## src/rtl/hsp_pkg.sv

```systemverilog
package hsp_pkg;

   localparam int CFG_BITS = 8;
   localparam int RSVD_POS = 3;

   // configuration fields, bit 7 first on the wire
   typedef struct packed {
      logic       pdn;
      logic       cal;
      logic       ofs_use;
      logic       chan;
      logic       rsvd;
      logic [2:0] rate;
   } cfg_t;

   function automatic cfg_t cfg_clean(input logic [CFG_BITS-1:0] raw);
      cfg_t c;
      c      = cfg_t'(raw);
      c.rsvd = 1'b0;
      return c;
   endfunction

endpackage

```

## src/rtl/hsp_sync.sv

```systemverilog
module hsp_sync #(
   parameter int               WIDTH   = 1,
   parameter int               STAGES  = 2,
   parameter logic [WIDTH-1:0] RST_VAL = '0
) (
   input  logic             clk,
   input  logic             rst_n,
   input  logic [WIDTH-1:0] d,
   output logic [WIDTH-1:0] q
);

   generate
      if (STAGES < 2) begin : g_bad_stages
         $error("hsp_sync: STAGES must be at least 2");
      end
      if (WIDTH < 1) begin : g_bad_width
         $error("hsp_sync: WIDTH must be positive");
      end
   endgenerate

   logic [WIDTH-1:0] stg_q [STAGES];

   always_ff @(posedge clk) begin
      if (!rst_n) begin
         for (int i = 0; i < STAGES; i++) stg_q[i] <= RST_VAL;
      end else begin
         stg_q[0] <= d;
         for (int i = 1; i < STAGES; i++) stg_q[i] <= stg_q[i-1];
      end
   end

   assign q = stg_q[STAGES-1];

endmodule

```

## src/rtl/hsp_rd.sv

```systemverilog
module hsp_rd #(
   parameter int DATA_W = 24,
   parameter int STAT_W = 16
) (
   input  logic              clk,
   input  logic              rst_n,
   input  logic              act,
   input  logic              sel_data,
   input  logic              sck_rise,
   input  logic              sck_fall,
   input  logic [DATA_W-1:0] data_in,
   input  logic [STAT_W-1:0] stat_in,
   output logic              sdo,
   output logic              sdo_oe,
   output logic              data_first,
   output logic              data_last,
   output logic              stat_first
);

   localparam int PMAX = (DATA_W > STAT_W) ? DATA_W : STAT_W;
   localparam int PW   = $clog2(PMAX + 1);

   generate
      if (DATA_W < 2 || STAT_W < 2) begin : g_bad_width
         $error("hsp_rd: word widths must be at least 2");
      end
   endgenerate

   logic              busy_q;
   logic              is_data_q;
   logic              seen_fall_q;
   logic [PW-1:0]     ptr_q;
   logic [DATA_W-1:0] snap_d_q;
   logic [STAT_W-1:0] snap_s_q;
   logic [DATA_W-1:0] sh_d;
   logic [STAT_W-1:0] sh_s;
   logic              bit_d;
   logic              bit_s;

   always_ff @(posedge clk) begin
      if (!rst_n) begin
         busy_q      <= 1'b0;
         is_data_q   <= 1'b0;
         seen_fall_q <= 1'b0;
         ptr_q       <= '0;
         snap_d_q    <= '0;
         snap_s_q    <= '0;
         data_first  <= 1'b0;
         data_last   <= 1'b0;
         stat_first  <= 1'b0;
      end else begin
         data_first <= 1'b0;
         data_last  <= 1'b0;
         stat_first <= 1'b0;
         if (!act) begin
            busy_q      <= 1'b0;
            seen_fall_q <= 1'b0;
         end else if (!busy_q) begin
            busy_q      <= 1'b1;
            is_data_q   <= sel_data;
            snap_d_q    <= data_in;
            snap_s_q    <= stat_in;
            ptr_q       <= '0;
            seen_fall_q <= 1'b0;
         end else begin
            if (sck_fall) begin
               seen_fall_q <= 1'b1;
               if (!seen_fall_q) begin
                  if (is_data_q) data_first <= 1'b1;
                  else           stat_first <= 1'b1;
               end
               if (is_data_q && ptr_q == PW'(DATA_W - 1)) data_last <= 1'b1;
            end
            if (sck_rise && seen_fall_q && ptr_q != PW'(PMAX)) ptr_q <= ptr_q + 1'b1;
         end
      end
   end

   // left shift fills with zeros: the data word pads itself
   always_comb begin
      sh_d  = snap_d_q << ptr_q;
      sh_s  = snap_s_q << ptr_q;
      bit_d = sh_d[DATA_W-1];
      bit_s = (ptr_q >= PW'(STAT_W)) ? snap_s_q[0] : sh_s[STAT_W-1];
   end

   assign sdo_oe = busy_q;
   assign sdo    = busy_q & (is_data_q ? bit_d : bit_s);


   oe_after_act_chk: assert property (@(posedge clk) disable iff (!rst_n)
      sdo_oe |-> $past(act));


   ptr_hold_chk: assert property (@(posedge clk) disable iff (!rst_n)
      (sdo_oe && !seen_fall_q) |-> (ptr_q == '0));


   stat_pad_chk: assert property (@(posedge clk) disable iff (!rst_n)
      (sdo_oe && !is_data_q && ptr_q >= PW'(STAT_W)) |=> (!sdo_oe || $stable(sdo)));


   data_pad_chk: assert property (@(posedge clk) disable iff (!rst_n)
      (sdo_oe && is_data_q && ptr_q >= PW'(DATA_W)) |-> !sdo);


   first_once_chk: assert property (@(posedge clk) disable iff (!rst_n)
      (data_first || stat_first) |-> !$past(seen_fall_q));

endmodule

```

## src/rtl/hsp_wr.sv

```systemverilog
module hsp_wr
   import hsp_pkg::*;
(
   input  logic                clk,
   input  logic                rst_n,
   input  logic                act,
   input  logic                sck_fall,
   input  logic                sdi,
   input  logic [CFG_BITS-1:0] cur_cfg,
   output logic                commit,
   output logic [CFG_BITS-1:0] commit_val
);

   localparam int CW = $clog2(CFG_BITS + 1);
   localparam int IW = $clog2(CFG_BITS);

   logic                busy_q;
   logic                done_q;
   logic [CW-1:0]       cnt_q;
   logic [CFG_BITS-1:0] hold_q;
   logic [IW-1:0]       wr_idx;

   assign wr_idx = IW'(CFG_BITS - 1) - cnt_q[IW-1:0];

   always_ff @(posedge clk) begin
      if (!rst_n) begin
         busy_q <= 1'b0;
         done_q <= 1'b0;
         cnt_q  <= '0;
         hold_q <= '0;
         commit <= 1'b0;
      end else begin
         commit <= 1'b0;
         if (!act) begin
            if (busy_q && !done_q) commit <= 1'b1;
            busy_q <= 1'b0;
         end else if (!busy_q) begin
            busy_q <= 1'b1;
            done_q <= 1'b0;
            cnt_q  <= '0;
            hold_q <= cur_cfg;
         end else if (sck_fall && !done_q) begin
            hold_q[wr_idx] <= sdi;
            cnt_q          <= cnt_q + 1'b1;
            if (cnt_q == CW'(CFG_BITS - 1)) begin
               done_q <= 1'b1;
               commit <= 1'b1;
            end
         end
      end
   end

   assign commit_val = hold_q;


   early_commit_chk: assert property (@(posedge clk) disable iff (!rst_n)
      commit |-> (!$past(act) || $past(cnt_q) == CW'(CFG_BITS - 1)));


   short_commit_chk: assert property (@(posedge clk) disable iff (!rst_n)
      (busy_q && !act && !done_q) |=> commit);

endmodule

```

## src/rtl/hostser_port.sv

```systemverilog
module hostser_port
   import hsp_pkg::*;
#(
   parameter int DATA_W      = 24,
   parameter int STAT_W      = 16,
   parameter int SYNC_STAGES = 2
) (
   input  logic              clk,
   input  logic              rst_n,
   input  logic              cs_n,
   input  logic              rd_wr,
   input  logic              reg_sel,
   input  logic              sck,
   input  logic              sdi,
   output logic              sdo,
   output logic              sdo_oe,
   input  logic [DATA_W-1:0] data_word,
   input  logic [STAT_W-1:0] stat_word,
   input  logic              hw_mode,
   input  logic [7:0]        pin_ctrl,
   output logic [7:0]        cfg_o,
   output logic [7:0]        ctrl_o,
   output logic              rd_data_first,
   output logic              rd_data_last,
   output logic              rd_stat_first
);

   localparam int NPIN = 5;

   generate
      if (CFG_BITS != 8) begin : g_bad_cfg
         $error("hostser_port: configuration ports are 8 bits wide");
      end
   endgenerate

   logic [NPIN-1:0] pin_raw;
   logic [NPIN-1:0] pin_s;
   logic            cs_s, rw_s, sel_s, sck_s, sdi_s;
   logic            sck_prev_q;
   logic            sck_rise, sck_fall;
   logic            rd_act, wr_act;
   logic            wr_commit;
   logic [7:0]      wr_val;
   cfg_t            cfg_q;

   assign pin_raw = {cs_n, rd_wr, reg_sel, sck, sdi};

   hsp_sync #(
      .WIDTH   (NPIN),
      .STAGES  (SYNC_STAGES),
      .RST_VAL (5'b10000)
   ) sync_i (
      .clk   (clk),
      .rst_n (rst_n),
      .d     (pin_raw),
      .q     (pin_s)
   );

   assign {cs_s, rw_s, sel_s, sck_s, sdi_s} = pin_s;

   always_ff @(posedge clk) begin
      if (!rst_n) sck_prev_q <= 1'b0;
      else        sck_prev_q <= sck_s;
   end

   assign sck_rise = sck_s & ~sck_prev_q;
   assign sck_fall = ~sck_s & sck_prev_q;
   assign rd_act   = ~cs_s & rw_s;
   assign wr_act   = ~cs_s & ~rw_s;

   hsp_rd #(
      .DATA_W (DATA_W),
      .STAT_W (STAT_W)
   ) rd_i (
      .clk        (clk),
      .rst_n      (rst_n),
      .act        (rd_act),
      .sel_data   (sel_s),
      .sck_rise   (sck_rise),
      .sck_fall   (sck_fall),
      .data_in    (data_word),
      .stat_in    (stat_word),
      .sdo        (sdo),
      .sdo_oe     (sdo_oe),
      .data_first (rd_data_first),
      .data_last  (rd_data_last),
      .stat_first (rd_stat_first)
   );

   hsp_wr wr_i (
      .clk        (clk),
      .rst_n      (rst_n),
      .act        (wr_act),
      .sck_fall   (sck_fall),
      .sdi        (sdi_s),
      .cur_cfg    (cfg_q),
      .commit     (wr_commit),
      .commit_val (wr_val)
   );

   always_ff @(posedge clk) begin
      if (!rst_n)         cfg_q <= cfg_clean(pin_ctrl);
      else if (wr_commit) cfg_q <= cfg_clean(wr_val);
   end

   assign cfg_o  = cfg_q;
   assign ctrl_o = hw_mode ? pin_ctrl : cfg_q;


   oe_release_chk: assert property (@(posedge clk) disable iff (!rst_n)
      cs_s |=> !sdo_oe);


   rsvd_low_chk: assert property (@(posedge clk) disable iff (!rst_n)
      !cfg_o[RSVD_POS]);


   rd_wr_excl_chk: assert property (@(posedge clk) disable iff (!rst_n)
      wr_commit |-> !$past(rd_act));

endmodule

```

## config.mk

```make
export PLATFORM = sky130hd
export DESIGN_NAME = hostser_port
export DESIGN_NICKNAME = d
export VERILOG_FILES = /design/src/rtl/hsp_pkg.sv /design/src/rtl/hsp_sync.sv /design/src/rtl/hsp_rd.sv /design/src/rtl/hsp_wr.sv /design/src/rtl/hostser_port.sv
export SDC_FILE = /design/constraint.sdc
export NUM_CORES = 1
export LEC_CHECK = 0
export BUFFER_PORTS_ARGS = -buffer_cell sky130_fd_sc_hd__buf_2
export CORE_MARGIN = 3
export CORE_UTILIZATION = 50
export CTS_CLUSTER_SIZE = 25
export DETAILED_ROUTE_END_ITERATION = 8
export PLACE_DENSITY_LB_ADDON = 0.2
export SLEW_MARGIN = 30
export SYNTH_ARGS = -nofsm -noshare
export SYNTH_HDL_FRONTEND = slang
export SYNTH_HIERARCHICAL = 1
export SYNTH_SLANG_ARGS = --single-unit
```

## constraint.sdc

```tcl
create_clock -name clk -period 2.2 [get_ports clk]
set_input_delay 0.22 -clock clk [delete_from_list [all_inputs] [get_ports clk]]
set_output_delay 0.22 -clock clk [all_outputs]
set_load 0.05 [all_outputs]
```

# Word-level counts from Yosys, hierarchy flattened
# Memory sizes are Yosys's and may differ from the RTL's.
# Cells that the tools add are included.
[word_totals]
reg_bits = 74
ram_bits = 10
input_bits = 56
out_inout_bits = 21
n_memories = 1
[memory_table]
columns = ["name", "words", "width", "read_ports", "rd_clocked_by_memory_dff", "write_ports", "line", "text"]
rows = [
  ["sync_i.stg_q", 2, 5, 2, 0, 2, "hsp_sync.sv:21", "logic [WIDTH-1:0] stg_q [STAGES];"],
]
[classes]
addsub = 3
magnitude_cmp = 3
eq_ne = 7
n_shift = 2
mux = 31
n_bitwise = 15
reduce_logical = 14
[op_table]
columns = ["cell", "count"]
rows = [
  ["two-way mux 8 bit", 5],
  ["left shift 24 x 5 -> 24 bit", 1],
  ["two-way mux 5 bit", 4],
  ["two-way mux 1 bit", 18],
  ["left shift 16 x 5 -> 16 bit", 1],
  ["bitwise mux 8 bit", 1],
  ["two-way mux 4 bit", 2],
  ["NOT 1 bit", 8],
  ["logical AND 1 bit", 6],
  ["inequality test 2 bit, second input constant", 3],
  ["AND reduction 2 bit", 3],
  ["AND reduction 3 bit", 2],
  ["adder 5 x 1 -> 5 bit, second input constant", 1],
  ["bitwise AND 1 bit", 5],
  ["== test 5 bit, second input constant", 1],
  [">= comparator 5 bit, second input constant", 1],
  ["inequality test 5 bit, second input constant", 1],
  ["OR reduction 5 bit", 1],
  ["adder 4 x 1 -> 4 bit, second input constant", 1],
  ["== test 4 x 3 -> 1 bit, second input constant", 1],
  ["less-than comparator 3 x 4 -> 1 bit, second input constant", 1],
  ["AND reduction 4 bit", 1],
  ["demux 1 bit (select 3 bit)", 1],
  [">= comparator 3 x 1 -> 1 bit, second input constant", 1],
  ["4 further kinds", 5],
]

# Depth between registers and ports, before layout
[logic_depth]
word_depth = 8
depth_mapped = 7
mapped_depth_nobuf = 6

# Modules after synthesis
# The synthesis kept the hierarchy.
[by_module_without_submodules]
columns = ["module", "n_inst", "cells_each", "area_per_inst_um2", "seq_area_each_um2"]
rows = [
  ["hsp_rd", 1, 271, 2352.3, 1021.0],
  ["hsp_wr", 1, 106, 847.1, 300.3],
  ["hostser_port", 1, 33, 515.5, 230.2],
  ["hsp_sync", 1, 25, 300.3, 200.2],
]

# Worst setup path before layout
# Ideal clock, no wire load.
[synth_path]
path_type = "register -> output"
from = "register rd_i.ptr_q[1]"
to = "output port sdo"
arrival_ns = 1.597
required_ns = 1.980
setup_slack_ns = 0.383
stages_incl_launch_ff = 7
path_buffers = 1
cell_sequence = "dfxtp_1 > buf_6 > mux2_4 > and3_4 > a311oi_2 > o211ai_1 > and3_1"
[synth_via]
elab_chain_len = 4
elab_cells_between_ends = 6
cone_classes = "order compare: 1; shift: 2; mux: 2; bitwise: 1"
[synth_rtl]
columns = ["item", "line", "text"]
rows = [
  ["start: declaration", "hsp_rd.sv:32", "logic [PW-1:0] ptr_q;"],
  ["start signal: assignment", "hsp_rd.sv:74", "if (sck_rise && seen_fall_q && ptr_q != PW'(PMAX)) ptr_q <= ptr_q + 1'b1;"],
  ["left shift 16 x 5 -> 16 bit or >= comparator 5 bit (tied branches)", "hsp_rd.sv:82, hsp_rd.sv:84", ""],
  ["two-way mux 1 bit", "hsp_rd.sv:84", "bit_s = (ptr_q >= PW'(STAT_W)) ? snap_s_q[0] : sh_s[STAT_W-1];"],
  ["two-way mux 1 bit (*)", "hsp_rd.sv:88", "assign sdo = busy_q & (is_data_q ? bit_d : bit_s);"],
  ["bitwise AND 1 bit (*)", "hsp_rd.sv:88", ""],
  ["end: declaration", "hostser_port.sv:15", "output logic sdo,"],
]
# Every way passes the cells marked *; elsewhere a longest branch is shown, timed or not.

# Worst setup path in the final report
# Same ends and word-level chain as after synthesis.

==> impl_metrics.ini <==
[timing]
fin_crit_sh = 1.01
setup_viol = 1
period_needed_ns = 2.22
maxSlewHeadroom = 0.520
drv_slew = 0
hold_viol = 0
timing.hold.ws_ns = 0.0526
layout_setup_ws_ns = -0.0181
tightestPinTransition_ns = 0.718
finClkSkew_ns = 0.0115
fmax_mhz = 451
rsz0062_at_grt = true

[global_routing]
track_usage = 0.200
antenna_found_initial = 0
grt_max_degree = 43
grt_pass1_wl_um = 14100
grt_pass1_vias = 2945
overflow = 0

[outcome]
violations = setup timing
outcome = complete, but fails checks

[power_and_ir_drop]
p_total_mw = 3.01
powerDensity_nw_per_um2 = 642
ir_drop_mv = 0.427
leakage_nw = 1.81

[clocking]
root_buffer = clkbuf_8
numClockSinks = 83
cts-buffers-inserted = 9
cts_tree = done
clkLatencyLatePin_ns = 0.35
clk_pin_slew_ns = 0.07
cts.path.max_buffers = 2
htree_levels = 3

[worst_setup_path]
slowest_delay_ns = 0.38
crit-reg2reg-launch = rd_i/ptr_q[0]
path_buf_inv = 2
crit_arrival_ns = 2.00
cp-end-kind = output pin
critPathRequiredTime_ns = 1.98
critPathKind = reg2out
crit_family = flip-flops
cp-startpoint = rd_i/ptr_q[1]
cp_cell_sequence = buf_12, mux2_4, o311a_1, nand3_1, nand4_1, and3_4, buf_8
crit_fanout = 6
slowest_stage = dfxtp_4
critPathLaunchType = flop

[placement]
hpwlAfterDp_um = 6010
post-place-ws_ns = 0.213
place_area_um2 = 4380
globalplace.congestion = 0.877
port_buffers = 75

[floorplan]
start_util = 0.531
pin_count = 77
fp-row-count = 31
die_h_um = 95.1
core_area_um2 = 7490
die_area_um2 = 9050
die_x_um = 95.1

[route]
routed_wl_um = 8720
ant_nets = 0
firstDrtPassIters = 4
viasPerCell = 5.28
drc = 0
vias = 3165
drt_iter0_markers = 223
wl_per_cell_um = 14.5

[cells_and_area]
syn2layout_area_growth_pct = 18.0
layout-drive-gt1-share = 0.277
multi_input_area_um2 = 2030
nNetsFinal = 555
fin_util = 0.626
seqCellArea_um2 = 1740
final_area_um2 = 4690
fillers = 670
n_antenna_cell = 0

[yosys]
syn_inst = 430
syn-cell-area_um2 = 3970
yosysWarnings = 6
avgSynthCellArea_um2 = 9.24
synth_nets = 489

[min_path]
hold_start = cs_n
min_path_type = in2reg

[flow_run]
drv_cap = 0
-- path summary, 6_finish.rpt --
path                        endpoint  slack (ns)  cells after the start
setup / recovery                 sdo       -0.02                      7
hold reg to reg   sync_i/stg_q[0][9]        0.41                      1
setup reg to reg       rd_i/ptr_q[1]        0.55                      7
hold / removal    sync_i/stg_q[0][4]        0.05                      2
-- power breakdown --
| part | internal (mW) | switching [mW] | leakage [nW] | total, mW |
|---|---|---|---|---|
| Combinational | 0.120 | 0.169 | 1.02 | 0.289 |
| Clock | 0.626 | 0.522 | 0.101 | 1.15 |
| Sequential | 1.56 | 0.0193 | 0.688 | 1.57 |
| Total | 2.30 | 0.710 | 1.81 | 3.01 |
-- final cells by class --
class | count | share of cell area
sequential | 83 | 0.370
clock buffer | 13 | 0.0363
timing repair buffer | 91 | 0.119
tap | 99 | 0.0264
multi-input combinational | 305 | 0.433
clock inverter | 3 | 0.00961
inverter | 6 | 0.00480
-- repair_timing --
| action | 4_1_cts | 5_1_grt |
|---|---|---|
| gates resized for setup | 8 | 5 |
| gates cloned | 1 | 0 |
| setup buffers | 3 | 0 |
| pin swaps | 3 | 0 |
| setup endpoints to repair | 1 | 1 |
| hold buffers | 0 | 0 |
-- registers in the layout, summed over array words and instances (netlist names) --
register / cells
rd_i/snap_d_q: 24
rd_i/data_last: 1
rd_i/seen_fall_q: 1
wr_i/busy_q: 1
rd_i/ptr_q: 5
rd_i/sdo_oe: 1
wr_i/done_q: 1
cfg_o: 7
wr_i/commit_val: 7
sck_prev_q: 1
rd_i/stat_first: 1
wr_i/cnt_q: 4
wr_i/commit: 1
rd_i/is_data_q: 1
rd_i/snap_s_q: 16
sync_i/stg_q: 10
rd_i/data_first: 1
-- metrics by stage --
stage,std cells,TNS [ns]
after floorplan,430,0
after global placement,580,0
after detailed placement,580,0
after CTS,600,-0.0351
after global routing,600,-0.118
final,600,-0.0181
-- cell usage in the layout, fill, tap and decap left out, drive strengths merged, types with 2 or more instances in the layout --
| cell | instances |
|---|---|
| a22oi | 2 |
| clkbuf | 13 |
| nand4b | 2 |
| o21ai | 4 |
| mux4 | 2 |
| and3 | 3 |
| and2 | 12 |
| o22ai | 4 |
| nor3 | 3 |
| nor4 | 3 |
| nand3 | 11 |
| mux2 | 20 |
| o311a | 3 |
| mux2i | 11 |
| buf | 90 |
| xor2 | 3 |
| nor2 | 17 |
| a21oi | 6 |
| nor4b | 3 |
| a31oi | 2 |
| edfxtp | 7 |
| a311oi | 4 |
| nand4 | 6 |
| clkinvlp | 2 |
| dfxtp | 76 |
| o31ai | 4 |
| inv | 6 |
| ha | 3 |
| nand2b | 11 |
| a21boi | 43 |
| nand2 | 92 |
| nor2b | 13 |
| o211ai | 2 |
-- metal layers --
metal  part of all wire  wire length, um  GRT usage
met1               0.49             4230      0.287
met2               0.44             3830      0.292
met3              0.062              542     0.0552
met4              0.013              114     0.0589
met5                  0                0          0
(Power assumes the default switching activity.)
